File: config.mk
export PLATFORM = sky130hd
export DESIGN_NAME = page_parity_acc
export DESIGN_NICKNAME = d
export VERILOG_FILES = /design/src/rtl/ppa_pkg.sv /design/src/rtl/ppa_ctrl.sv /design/src/rtl/ppa_store.sv /design/src/rtl/page_parity_acc.sv
export SDC_FILE = /design/constraint.sdc
export NUM_CORES = 1
export LEC_CHECK = 0
export BUFFER_PORTS_ARGS = -buffer_cell sky130_fd_sc_hd__buf_4
export CAP_MARGIN = 20
export CORE_MARGIN = 3
export CORE_UTILIZATION = 61
export CTS_BUF_LIST = sky130_fd_sc_hd__clkbuf_2 sky130_fd_sc_hd__clkbuf_4 sky130_fd_sc_hd__clkbuf_8
export DETAILED_ROUTE_END_ITERATION = 8
export PLACE_DENSITY = 0.82
export SETUP_SLACK_MARGIN = 0.02
export SKIP_LAST_GASP = 1
export SLEW_MARGIN = 10
export SYNTH_ARGS = -nofsm -noshare
export SYNTH_HDL_FRONTEND = slang
export SYNTH_HIERARCHICAL = 1
export SYNTH_SLANG_ARGS = --single-unit
export TNS_END_PERCENT = 100
File: constraint.sdc
create_clock -name clk -period 3.05 [get_ports clk]
set_input_delay 0 -clock clk [delete_from_list [all_inputs] [get_ports clk]]
set_output_delay 0 -clock clk [all_outputs]
set_load 0.005 [all_outputs]
File: src/rtl/ppa_pkg.sv
package ppa_pkg;
  // index width that never collapses to zero bits
  function automatic int idx_w(input int n);
    return (n > 1) ? $clog2(n) : 1;
  endfunction
endpackage

File: src/rtl/ppa_ctrl.sv
module ppa_ctrl #(
  parameter int PAGES = 4,
  parameter int WORDS = 8,
  localparam int PW = ppa_pkg::idx_w(PAGES),
  localparam int WW = ppa_pkg::idx_w(WORDS)
) (
  input  logic          clk,
  input  logic          rst,
  input  logic          rebuild,
  input  logic          wr_valid,
  input  logic [PW-1:0] wr_page,
  input  logic [WW-1:0] wr_word,
  output logic          acc,
  output logic          first,
  output logic          wr_err,
  output logic          em_act,
  output logic [WW-1:0] em_idx,
  output logic          out_valid,
  output logic [WW-1:0] out_word,
  output logic          blk_done
);
  localparam int DPG = PAGES - 1;

  logic [PW-1:0] pg_cnt;
  logic          fin_pend;
  logic          reserved, busy, reject, last_word, fin;

  always_comb begin
    reserved  = !rebuild && (wr_page == PW'(PAGES - 1));
    busy      = em_act || fin_pend;
    reject    = wr_valid && (busy || reserved);
    acc       = wr_valid && !reject;
    last_word = (wr_word == WW'(WORDS - 1));
    first     = (pg_cnt == '0);
    fin       = acc && last_word && (pg_cnt == PW'(DPG - 1));
  end

  always_ff @(posedge clk) begin
    if (rst) begin
      pg_cnt    <= '0;
      fin_pend  <= 1'b0;
      em_act    <= 1'b0;
      em_idx    <= '0;
      wr_err    <= 1'b0;
      out_valid <= 1'b0;
      out_word  <= '0;
      blk_done  <= 1'b0;
    end else begin
      wr_err   <= reject;
      fin_pend <= fin;
      if (acc && last_word)
        pg_cnt <= fin ? '0 : pg_cnt + 1'b1;
      if (fin_pend) begin
        em_act <= 1'b1;
        em_idx <= '0;
      end else if (em_act) begin
        em_idx <= em_idx + 1'b1;
        if (em_idx == WW'(WORDS - 1))
          em_act <= 1'b0;
      end
      out_valid <= em_act;
      out_word  <= em_idx;
      blk_done  <= em_act && (em_idx == '0);
    end
  end
endmodule

File: src/rtl/ppa_store.sv
module ppa_store #(
  parameter int WORDS = 8,
  parameter int DW    = 16,
  localparam int WW = ppa_pkg::idx_w(WORDS)
) (
  input  logic          clk,
  input  logic          rst,
  input  logic          acc,
  input  logic          first,
  input  logic [WW-1:0] wr_word,
  input  logic [DW-1:0] wr_data,
  input  logic          em_act,
  input  logic [WW-1:0] em_idx,
  output logic [DW-1:0] rd_data
);
  logic [DW-1:0] mem [WORDS];
  logic [DW-1:0] rd_q;
  // stage 1: request captured while the old word is read
  logic          v1, f1;
  logic [WW-1:0] a1;
  logic [DW-1:0] d1;
  // stage 2 record: last word written, for forwarding
  logic          wv;
  logic [WW-1:0] wa;
  logic [DW-1:0] wd;
  logic [WW-1:0] raddr;
  logic [DW-1:0] old, nv;

  always_comb begin
    raddr = em_act ? em_idx : wr_word;
    old   = (wv && (wa == a1)) ? wd : rd_q;
    nv    = f1 ? d1 : (old ^ d1);
  end

  // plain dual-port memory, synchronous read
  always_ff @(posedge clk) begin
    if (v1)
      mem[a1] <= nv;
    rd_q <= mem[raddr];
  end

  always_ff @(posedge clk) begin
    if (rst) begin
      v1 <= 1'b0;
      f1 <= 1'b0;
      a1 <= '0;
      d1 <= '0;
      wv <= 1'b0;
      wa <= '0;
      wd <= '0;
    end else begin
      v1 <= acc;
      f1 <= first;
      a1 <= wr_word;
      d1 <= wr_data;
      wv <= v1;
      wa <= a1;
      wd <= nv;
    end
  end

  assign rd_data = rd_q;
endmodule

File: src/rtl/page_parity_acc.sv
module page_parity_acc #(
  parameter int PAGES = 4,
  parameter int WORDS = 8,
  parameter int DW    = 16,
  localparam int PW = ppa_pkg::idx_w(PAGES),
  localparam int WW = ppa_pkg::idx_w(WORDS)
) (
  input  logic          clk,
  input  logic          rst,
  input  logic          rebuild,
  input  logic          wr_valid,
  input  logic [PW-1:0] wr_page,
  input  logic [WW-1:0] wr_word,
  input  logic [DW-1:0] wr_data,
  output logic          wr_err,
  output logic          out_valid,
  output logic [WW-1:0] out_word,
  output logic [DW-1:0] out_data,
  output logic          blk_done
);
  logic          acc, first, em_act;
  logic [WW-1:0] em_idx;

  ppa_ctrl #(.PAGES(PAGES), .WORDS(WORDS)) u_ctrl (
    .clk(clk), .rst(rst), .rebuild(rebuild), .wr_valid(wr_valid),
    .wr_page(wr_page), .wr_word(wr_word), .acc(acc), .first(first),
    .wr_err(wr_err), .em_act(em_act), .em_idx(em_idx),
    .out_valid(out_valid), .out_word(out_word), .blk_done(blk_done)
  );

  ppa_store #(.WORDS(WORDS), .DW(DW)) u_store (
    .clk(clk), .rst(rst), .acc(acc), .first(first), .wr_word(wr_word),
    .wr_data(wr_data), .em_act(em_act), .em_idx(em_idx), .rd_data(out_data)
  );
endmodule

After elaboration in Yosys (flattened, before gate mapping) --
Memories as Yosys holds them, arrays and structs flattened. A register that Yosys moved wholly into a read port is not among the register bits. Index checks and enable logic that the tools add are counted.
Word-level totals: flip-flop bits (word level) 54, bits in latches 0, memory bits (writable) 128, memory bits (read-only) 0, output and inout port bits 22, logic and storage cells 47, memories kept 1
Memories:
- u_store.mem | depth 8, width 16, rd ports 1, clocked after Yosys merged registers in 1, write ports 1, line ppa_store.sv:16 | logic [DW-1:0] mem [WORDS];
Cells by class: add/subtract/negate cells 2, multipliers 0, divide/modulo/power cells 0, magnitude comparators 0, equality and inequality tests 5, shifts and indexed selects 0, multiplexer cells 9, bitwise logic cells 1, reduce and logical (&&, ||, !) cells 14
Operators by type and width (number):
- 16-bit two-way mux | 2
- 16-bit XOR | 1
- 1-bit logical AND | 7
- 3-bit == test, second input constant | 2
- 1-bit two-way mux | 5
- 2-bit == test, second input constant | 2
- 3-bit by 1-bit adder with 3-bit output, second input constant | 1
- 3-bit == test | 1
- 3-bit zero test | 1
- 3-bit two-way mux | 1
- 2-bit by 1-bit adder with 2-bit output, second input constant | 1
- 1-bit zero test | 2
- 2-bit zero test | 1
- 1-bit logical OR | 2
- 2-bit two-way mux | 1
- 2-bit OR reduction | 1

Depth between registers and ports, before layout --
Gate-level depths: netlist of run 1.
depth after elaboration 9, depth in mapped cells 7

Modules after synthesis --
Netlist of run 1, hierarchy kept.
By module, submodules not included:
- ppa_store | instances 1, cells an instance 599, area each 7953.9 um^2, seq. area each 4984.8 um^2
- ppa_ctrl | instances 1, cells an instance 53, area each 568.0 um^2, seq. area each 260.2 um^2

Worst setup path before layout of run 1 --
OpenSTA, ideal clock, no wires.
path type register to register, from reg u_store.a1[2], to mem u_store.mem[0][0] (enable), arrival 1638 ps, required time 2641 ps, slack 1003 ps, stages on the path, launching flop included 3, path buffers 0, clock period less this slack 2047 ps, path through dfxtp_1 -> nand2b_1 -> nor3_1
RTL lines:
- start: declaration | line ppa_store.sv:20 | logic [WW-1:0] a1;
- start signal: assignment | line ppa_store.sv:54 | a1 <= wr_word;
- end: declaration | line ppa_store.sv:16
No word-level cell before the write port.

Worst setup path in the final report of run 1 --
from reg u_store.a1[1], to mem u_store.mem[2][10], data pin
Between the ends: word-level cells in the longest chain between the ends 5
RTL lines:
- 3-bit == test | line ppa_store.sv:31 | old = (wv && (wa == a1)) ? wd : rd_q;
- 1-bit logical AND | line ppa_store.sv:31
- 16-bit two-way mux | line ppa_store.sv:31
- 16-bit XOR | line ppa_store.sv:32 | nv = f1 ? d1 : (old ^ d1);
- 16-bit two-way mux | line ppa_store.sv:32
- named net u_store.nv[10] | line ppa_store.sv:27 | logic [DW-1:0] old, nv;
The timed path passes the listed nets, and every way through them passes these cells.

==> results of run 1 <==
-- power by group --
group / switching [mW] / leakage (nW) / total [mW] / internal (mW)
Sequential: 0.0513 / 1.75 / 3.03 / 2.98
Clock: 0.876 / 0.186 / 1.62 / 0.741
Combinational: 0.270 / 1.47 / 0.497 / 0.227
Total: 1.20 / 3.41 / 5.14 / 3.95
-- Yosys cell counts (2+ instances only) --
master	count	area share, %
o31ai_1	16	1.4
mux2_4	11	1.9
a311o_1	2	0.23
mux2_2	6	0.79
xnor2_1	20	2.1
nor2_1	27	1.2
clkbuf_1	29	1.3
nor3_1	6	0.35
nand2b_1	18	1.3
o22a_1	16	1.6
or2b_1	2	0.18
buf_2	9	0.53
a221oi_1	16	1.6
a21oi_1	19	1.1
o211ai_1	16	1.4
a211oi_1	16	1.4
buf_6	3	0.40
inv_1	22	0.97
edfxtp_1	128	45
mux2i_4	10	2.6
mux2i_1	41	4.8
o21ai_1	6	0.35
nand2_1	2	0.088
ha_1	5	0.73
o21ai_0	43	2.5
buf_1	3	0.13
dfxtp_1	70	16
nor2b_1	75	5.5
-- sequential cells by signal, indices dropped and copies added (netlist names) --
signal	flops
u_store/mem	128
u_store/d1	16
u_store/rd_data	16
u_store/wd	16
u_ctrl/em_idx	3
u_ctrl/out_word	3
u_store/a1	3
u_store/wa	3
u_ctrl/pg_cnt	2
u_ctrl/blk_done	1
u_ctrl/em_act	1
u_ctrl/fin_pend	1
u_ctrl/out_valid	1
u_ctrl/wr_err	1
u_store/f1	1
u_store/v1	1
u_store/wv	1
-- critical path: cells and delay by family, from the launching register on --
family | cells | cell delay [ns]
xor gates and xnor gates | 2 | 0.70
buffers and inverters | 1 | 0.32
DFF | 1 | 0.49
muxes | 1 | 0.11
and+or+nand+nor | 1 | 0.46
-- repair_timing --
action                                 in CTS  in global routing
resized for setup                           0                  0
endpoints found under the hold margin      20                  0
hold buffers                               21                  0
-- cells by family (layout without fill, tap and decap cells) --
kind of cell    after synthesis  after routing
flops                       198            198
xor+xnor                     20             20
buf+inv                      69            142
compound gates              151            151
fa+ha+maj                     5              5
simple gates                140            140
mux                          69             69
-- routing by layer --
metal,share of wire (%),global-route usage (%)
met1,41,35.1
met3,7.7,5.22
met5,0,0
met2,49,41.9
met4,2.2,9.72
-- through the flow --
stage	total power [mW]	utilization, %	setup WS (ns)
final	5.14	71.7	0.684
after floorplan	3.39	-	1.00
after detailed placement	3.56	67.3	0.766
after global routing	5.32	71.7	0.615
after global placement	3.53	67.3	0.909
after CTS	5.16	71.7	0.733
-- placed cells by master (no fill, tap or decap), drive strengths merged, types with 2 or more instances in the layout --
| master | instances |
|---|---|
| clkinv | 7 |
| or2b | 2 |
| nor2 | 27 |
| ha | 5 |
| o31ai | 16 |
| nor3b | 2 |
| o22a | 16 |
| a311o | 2 |
| a211oi | 16 |
| nor2b | 75 |
| inv | 22 |
| mux2 | 18 |
| buf | 67 |
| nand2 | 2 |
| o21ai | 49 |
| dlygate4sd3 | 21 |
| clkbuf | 19 |
| dfxtp | 70 |
| a21oi | 19 |
| clkinvlp | 4 |
| nor3 | 6 |
| mux2i | 51 |
| o211ai | 16 |
| a221oi | 16 |
| nand2b | 18 |
| bufinv | 2 |
| edfxtp | 128 |
| xnor2 | 20 |
-- final cells by class --
class	instances	area, µm²
clock inverter	13	135
fill	860	3810
tap	176	220
timing repair buffer	88	738
multi-input combinational	385	2970
sequential	198	5250
clock buffer	19	249
inverter	22	82.6
-- path summary, 6_finish.rpt --
path	to	slack, ns
worst max-delay path	u_store/mem[2][10]$_DFFE_PP_	0.68
worst min-delay path	u_store/d1[8]$_SDFF_PP0_	0.08
worst max register to register	u_store/mem[2][10]$_DFFE_PP_	0.68
worst min register to register	u_store/wv$_SDFF_PP0_	0.49
==> results.cfg, run 1 <==
[logic_synthesis]
synthMuxAreaShare_pct = 10.3
avgSynthCellArea_um2 = 13.1
synth-seq-cells = 198
ys_seq_area_share_pct = 61.5
synth_xor_area_share_pct = 2.06
synthesis.nets = 682
synth_top_family_by_area = compound AO/OA/AOI/OAI gates
synthAdderAreaFrac_pct = 0.734
ys_async_sr_fraction_pct = 0
synth-main-ff-cell = edfxtp_1
synth_compound_area_share_pct = 11.9
synth_edf_count = 128
yosysWarnings = 6
synth-simple-area-share_pct = 9.72
synth_cell_types = 43
synthCells = 652
synth_area_mm2 = 0.00852

[layout]
syn_to_final_growth_pct = 13.2
final_cell_area_mm2 = 0.00965
fin_cells = 901
fin_nets = 742
drive_above_1_share_pct = 18.6
insertedDiodeCount = 0

[floorplanning]
pin_count = 47
rows = 42
core-area_mm2 = 0.0135
die_y_um = 124
die_x_um = 124
start_util_pct = 63.3
die_area_mm2 = 0.0154

[placement]
dp_cells = 848
hpwl_mm = 11.4
postPlaceCellArea_mm2 = 0.00905
portBuffers = 46
finalWeightedCongestion = 0.786

[route]
first_iter_violations = 575
vias = 5528
routed_wl_mm = 19.2
first_pass_iters = 5
drc_errors = 0
wl_per_cell_um = 21.3
detail-route-antenna-nets = 0
via_per_inst = 6.14

[sta]
slew_headroom_pct = 44.9
timing.hold.ws_ns = 0.0831
fmax_ghz = 0.423
post-route-min-period_ns = 2.37
fin_skew_ns = 0.0122
setup_viol = 0
post-route-period-util_pct = 77.6
final-hold-violation-count = 0
slew_viol_final = 0
rsz0062_at_grt = no
tns_ns = 0
max_slew.worst_pin.slew_ns = 0.824

[worst_hold_path]
hold_path_class = in2reg
holdPathStages = 2
worstHoldStart = rst

[clock_network]
cts_made_buffers = 17
clkLatencyLatePin_ns = 0.46
postCtsSetupBuffers = 0
clockRootBuffer = clkbuf_8
clk_pin_slew_ns = 0.09
cts.sinks = 198
htree_levels = 4
ctsLongestPathBuffers = 2
cts_tree = done

[critical_path]
slowest_stage = xnor2_1
critPathLaunch = u_store/a1[1]$_SDFF_PP0_
worstReg2RegStart = u_store/a1[1]$_SDFF_PP0_
rr_worst_depth = 5
start_kind = flop
arrival_ns = 2.54
required_ns = 3.23
crit_type = reg2reg
worstSetupEndpointType = flop
path_cells = xnor2_1 -> and4_2 -> buf_4 -> mux2i_4 -> xnor2_1
crit_path_max_fanout = 8
critical_path.max_stage_delay_ns = 0.53
crit_path_frequent_cell = xnor2_1

[global_routing]
overflow = 0
grt_max_degree = 72
grt_pass1_wl_mm = 29.6
grt_pass1_vias = 5537
antenna_found_initial = 0
grt_usage_pct = 26.0

[power_and_ir_drop]
peakVddDrop_v = 0.000337
p_leak_nw = 3.41
p_per_area_mw_per_mm2 = 533

[status]
status = complete, no violations

[run]
max-cap-violations = 0
(Power assumes the default switching activity.)
==> inputs of run 2 (changes only) <==
--- a/config.mk
+++ b/config.mk
@@ -5,13 +5,14 @@
 export SDC_FILE = /design/constraint.sdc
 export NUM_CORES = 1
 export LEC_CHECK = 0
+export ABC_AREA = 1
 export BUFFER_PORTS_ARGS = -buffer_cell sky130_fd_sc_hd__buf_4
 export CAP_MARGIN = 20
 export CORE_MARGIN = 3
-export CORE_UTILIZATION = 61
+export CORE_UTILIZATION = 57
 export CTS_BUF_LIST = sky130_fd_sc_hd__clkbuf_2 sky130_fd_sc_hd__clkbuf_4 sky130_fd_sc_hd__clkbuf_8
 export DETAILED_ROUTE_END_ITERATION = 8
-export PLACE_DENSITY = 0.82
+export PLACE_DENSITY = 0.8
 export SETUP_SLACK_MARGIN = 0.02
 export SKIP_LAST_GASP = 1
 export SLEW_MARGIN = 10
==> constraint.sdc (replaced) <==
create_clock -name clk -period 2 [get_ports clk]
set_input_delay 0 -clock clk [delete_from_list [all_inputs] [get_ports clk]]
set_output_delay 0 -clock clk [all_outputs]
set_load 0.005 [all_outputs]
==> results.cfg, run 2 <==
[status]
status = complete, no violations

[logic_synthesis]
ys_seq_area_share_pct = 65.0
synth.top_cell.area_share_pct = 47.6
yosysWarnings = 6
ys_top_cells_by_count = nand2_1 (242), edfxtp_1 (128), nor2_1 (128), inv_1 (117), dfxtp_1 (70)
synth_area_mm2 = 0.00808
synth.largest_area_cell = edfxtp_1
synth_cell_types = 25
synthCells = 853
ys_async_sr_fraction_pct = 0
synthesis.nets = 883
synth.area.top_cells = edfxtp_1 (48%), dfxtp_1 (17%), nand2_1 (11%), nor2_1 (5.9%), inv_1 (5.4%)
synth-seq-cells = 198
synth_edf_count = 128
avgSynthCellArea_um2 = 9.47
synth-main-ff-cell = edfxtp_1
synth.most_common_cell = nand2_1

[global_routing]
grt_max_degree = 49
overflow = 0
antenna_found_initial = 0
grt_pass1_vias = 5590
grt_usage_pct = 23.5
grt_pass1_wl_mm = 28.2

[layout]
layout_commonest_cell = nand2_1
insertedDiodeCount = 0
drive_above_1_share_pct = 13.8
regMostFlops = u_store/mem
syn_to_final_growth_pct = 15.7
fillers = 962
largest_register_ffs = 128
mostFrequentLayoutCells = nand2_1 (242), nor2_1 (128), edfxtp_1 (128), inv_1 (117), buf_4 (74)
fin_nets = 976

[route]
first_pass_iters = 5
drc_errors = 0
routed_wl_mm = 18.0
via_per_inst = 5.18
detail-route-antenna-nets = 0
vias = 5876
first_iter_violations = 705
wl_per_cell_um = 15.9

[sta]
final-hold-violation-count = 0
rsz0062_at_grt = no
post-route-period-util_pct = 89.6
post-route-min-period_ns = 1.79
slew_viol_final = 0
fmax_ghz = 0.558
max_slew.worst_pin.slew_ns = 0.585
slew_headroom_pct = 61.0
tns_ns = 0
fin_skew_ns = 0.0106
setup_viol = 0

[clock_network]
postCtsSetupBuffers = 0
cts_made_buffers = 17
cts_tree = done
clockRootBuffer = clkbuf_8
clk_pin_slew_ns = 0.09
clkLatencyLatePin_ns = 0.47
ctsLongestPathBuffers = 2
htree_levels = 4
cts.sinks = 198
post_cts_resized = 0

[floorplanning]
pin_count = 47
rows = 42
die_x_um = 125
die_y_um = 125
core-area_mm2 = 0.0136
start_util_pct = 59.6
die_area_mm2 = 0.0156

[power_and_ir_drop]
finalPower_mw = 7.57
p_per_area_mw_per_mm2 = 810
peakVddDrop_v = 0.000710
p_leak_nw = 4.14

[worst_hold_path]
hold_path_class = in2reg

[critical_path]
critical-path-top-delay-family = buffers and inverters
worstSetupEndpointType = flop
worstPathBufferInverterCount = 4
path_cells = dlygate4sd3_1 -> buf_4 -> nand3_1 -> dlygate4sd3_1 -> nand2_1 -> nand2_1 -> dlygate4sd3_1 -> nor2_1
arrival_ns = 2.13
crit_path_max_fanout = 2
crit_type = in2reg
critical_path.max_stage_delay_ns = 0.63
required_ns = 2.34
slowest_stage = dlygate4sd3_1
start_kind = input pin
crit_path_frequent_cell = dlygate4sd3_1

[run]
max-cap-violations = 0

[placement]
hpwl_mm = 11.0
finalWeightedCongestion = 0.843
portBuffers = 46
run 2: changes by cell type after synthesis, moves of 42 or more:
cell     change
inv_1       +95
o21ai_0     -43
nand2_1    +240
nor2b_1     -75
nor2_1     +101
o21ai_1     +42
run 2: worst reg2reg max path: stages, from the launching register on:
cell and delay [ns]:
dfxtp_1 0.39, inv_2 0.07, nand2_1 0.06, nand2_1 0.08, nor2_4 0.15, buf_4 0.21, nand3_1 0.13, nand3_1 0.13
nand2_1 0.06, nand2_1 0.09, inv_1 0.12
run 2: per-layer routing:
metal | vias to the layer above | wire (µm) | global-route usage (%)
met3 | 57 | 1500 | 5.97
met2 | 259 | 8840 | 39.5
met4 | 0 | 722 | 10.0
met5 | - | 0 | 0
li1 | 2871 | - | -
met1 | 2689 | 6960 | 28.9
run 2: path summary, 6_finish.rpt:
check	startpoint	endpoint	slack, ns	depth (start not counted)
worst max register to register	u_store/a1[2]$_SDFF_PP0_	u_store/mem[3][1]$_DFFE_PP_	0.25	10
worst min register to register	u_store/v1$_SDFF_PP0_	u_store/wv$_SDFF_PP0_	0.46	2
worst min-delay path	wr_data[13]	u_store/d1[13]$_SDFF_PP0_	0.28	4
worst max-delay path	wr_page[0]	u_ctrl/wr_err$_SDFF_PP0_	0.21	8
run 2: logic make-up after synthesis:
logic type | count (synthesis) | synth area share [%]
compound gates | 55 | 3.64
fa+ha+maj | 5 | 0.775
buf+inv | 157 | 8.13
flops | 198 | 65.0
simple gates | 438 | 22.5
run 2: repair_timing:
action	in CTS	in global routing
endpoints found under the hold margin	34	0
hold buffers	32	0
endpoints found under the setup margin	0	0
run 2: power breakdown:
part           internal [mW]  switching (mW)  total [mW]
Combinational          0.293           0.499       0.791
Sequential              4.53          0.0643        4.59
Clock                  0.908            1.28        2.19
Total                   5.73            1.84        7.57
run 2: area by class of cell:
| class | instances | area [µm²] | area share, % |
|---|---|---|---|
| tap | 176 | 220 | 2.36 |
| multi-input combinational | 498 | 2180 | 23.4 |
| clock inverter | 10 | 58.8 | 0.630 |
| timing repair buffer | 107 | 896 | 9.59 |
| clock buffer | 22 | 272 | 2.91 |
| inverter | 124 | 465 | 4.98 |
| sequential | 198 | 5250 | 56.1 |
run 2: through the flow:
stage	std cells	worst slack, ns	hold WS [ns]	area (µm²)	utilization (%)
6_report	1135	0.209	0.284	9340	68.9
4_1_cts	1135	0.281	0.267	9340	68.9
5_1_grt	1135	0.0839	0.299	9340	68.9
2_1_floorplan	853	0.433	0.0716	8080	-
3_5_place_dp	1071	0.293	0.209	8690	64.1
3_3_place_gp	1071	0.350	0.205	8690	64.1
==> inputs of run 3 (changes only) <==
--- a/config.mk
+++ b/config.mk
@@ -12,9 +12,9 @@
 export CORE_UTILIZATION = 57
 export CTS_BUF_LIST = sky130_fd_sc_hd__clkbuf_2 sky130_fd_sc_hd__clkbuf_4 sky130_fd_sc_hd__clkbuf_8
 export DETAILED_ROUTE_END_ITERATION = 8
+export GPL_TIMING_DRIVEN = 0
 export PLACE_DENSITY = 0.8
 export SETUP_SLACK_MARGIN = 0.02
-export SKIP_LAST_GASP = 1
 export SLEW_MARGIN = 10
 export SYNTH_ARGS = -nofsm -noshare
 export SYNTH_HDL_FRONTEND = slang
==> results.cfg, run 3 (synthesis results as in run 2) <==
[placement]
hpwl_mm = 11.9
postPlaceCellArea_mm2 = 0.00870
finalWeightedCongestion = 0.818
portBuffers = 46

[critical_path]
critical-path-top-delay-family = simple AND/OR/NAND/NOR gates
critical_path.max_stage_delay_ns = 0.39
path_cells = inv_2 -> nand2_1 -> nand2_1 -> nor2_4 -> buf_4 -> nand3_1 -> nand3_1 -> nand2_1 -> nand2_1 -> inv_1
crit_path_max_fanout = 10
crit_path_frequent_cell = nand2_1
worstPathBufferInverterCount = 3
arrival_ns = 2.06
worstSetupEndpointType = flop
slowest_stage = dfxtp_1
start_kind = flop
crit_type = reg2reg
required_ns = 2.18

[layout]
regMostFlops = u_store/mem
drive_above_1_share_pct = 14.4
insertedDiodeCount = 0
largest_register_ffs = 128
multi_input_area_mm2 = 0.00219
syn_to_final_growth_pct = 15.7
layout_commonest_cell = nand2_1
regArea_mm2 = 0.00525
fin_nets = 977
mostFrequentLayoutCells = nand2_1 (242), edfxtp_1 (128), nor2_1 (120), inv_1 (119), dfxtp_1 (68)
fillers = 1003
final_cell_area_mm2 = 0.00934

[route]
drc_errors = 0
routed_wl_mm = 17.8
detail-route-antenna-nets = 0
wl_per_cell_um = 15.7
first_iter_violations = 582
via_per_inst = 5.18
first_pass_iters = 5
vias = 5879

[power_and_ir_drop]
internal_power_mw = 5.97
p_leak_nw = 4.13
peakVddDrop_v = 0.000514
clock_power_share_pct = 31.0
p_per_area_mw_per_mm2 = 838
comb_power_share_pct = 10.5
pwr-share-seq_pct = 58.4
p_sw_mw = 1.86
sw_frac_of_total_pct = 23.8

[sta]
max_slew.worst_pin.slew_ns = 0.965
post-route-min-period_ns = 1.88
fin_skew_ns = 0.0146
slew_headroom_pct = 35.6
final-hold-violation-count = 0
fmax_ghz = 0.532
rsz0062_at_grt = yes
tns_ns = 0
slew_viol_final = 0
post-route-period-util_pct = 94.0
timing.hold.ws_ns = 0.264
setup_viol = 0

[floorplanning]
core-area_mm2 = 0.0136
die_y_um = 125
rows = 42
die_x_um = 125
pin_count = 47
die_area_mm2 = 0.0156
start_util_pct = 59.6

[global_routing]
overflow = 0
grt_usage_pct = 23.5
antenna_found_initial = 0
grt_max_degree = 17
grt_pass1_wl_mm = 28.5
grt_pass1_vias = 5814

[clock_network]
clockRootBuffer = clkbuf_8
clkLatencyLatePin_ns = 0.47
clk_pin_slew_ns = 0.09
cts_made_buffers = 17
ctsLongestPathBuffers = 2
cts.sinks = 198
cts_tree = done
htree_levels = 4

[status]
status = complete, no violations

[run]
max-cap-violations = 0

[worst_hold_path]
hold_path_class = in2reg
==> run 3: cell types whose count changed in the layout (fill, tap and decap cells not counted), moves of 3 or more <==
cell and change:
clkinvlp_4 -4, clkbuf_2 +5, buf_6 +9, clkbuf_1 +10, dlygate4sd3_1 -7, buf_4 -25, clkbuf_8 +4, clkinv_1 -4
nor2_1 -8, nor2_2 +8, buf_2 +5, buf_1 +3
==> run 3: cell type report <==
cell class | count | share of cell area (%)
Buffer | 33 | 2.14
Clock inverter | 7 | 0.603
Tap cell | 176 | 2.36
Inverter | 124 | 4.98
Sequential cell | 198 | 56.2
Timing Repair Buffer | 75 | 6.86
Multi-Input combinational cell | 498 | 23.5
Clock buffer | 25 | 3.42
==> run 3: path summary, 6_finish.rpt <==
path / to / depth (start not counted) / startpoint / slack [ns]
max: u_store/mem[6][13]$_DFFE_PP_ / 10 / u_store/a1[2]$_SDFF_PP0_ / 0.12
min: u_store/d1[7]$_SDFF_PP0_ / 4 / wr_data[7] / 0.26
max reg2reg: u_store/mem[6][13]$_DFFE_PP_ / 10 / u_store/a1[2]$_SDFF_PP0_ / 0.12
min reg2reg: u_store/wv$_SDFF_PP0_ / 2 / u_store/v1$_SDFF_PP0_ / 0.45
==> run 3: timing repair <==
action,CTS,global route
gates resized for setup,0,14
buffers inserted,0,1
hold buffers,25,0
endpoints found under the hold margin,34,0
setup endpoints to repair,0,86
==> run 3: layer usage <==
| metal | track usage [%] | routed length [µm] |
|---|---|---|
| met1 | 28.6 | 7060 |
| met4 | 8.23 | 413 |
| met2 | 41.8 | 9340 |
| met3 | 4.61 | 1020 |
| met5 | 0 | 0 |
==> run 3: worst register-to-register path: cells and delay by family, from the launching register on <==
kind                   cells  cell delay, ns
buffers and inverters      3            0.44
flip-flops                 1            0.39
AND/OR/NAND/NOR            7            0.77
==> run 3: metrics by stage <==
step | power (mW) | worst slack [ns] | utilization, % | cells
after floorplan | 5.14 | 0.433 | - | 853
after CTS | 7.85 | 0.0784 | 68.8 | 1135
after global routing | 8.15 | 0.0143 | 68.9 | 1136
final | 7.83 | 0.121 | 68.9 | 1136
after global placement | 5.40 | -0.132 | 63.7 | 1075
after detailed placement | 5.44 | 0.0983 | 64.2 | 1078
==> run 3: power groups by stage <==
stage                     Combinational (mW)  Clock (mW)  Sequential (mW)
final                                  0.825        2.43             4.58
after CTS                              0.810        2.47             4.58
after floorplan                        0.480           0             4.66
after global routing                   0.919        2.64             4.59
after global placement                 0.734           0             4.67
after detailed placement               0.769           0             4.67
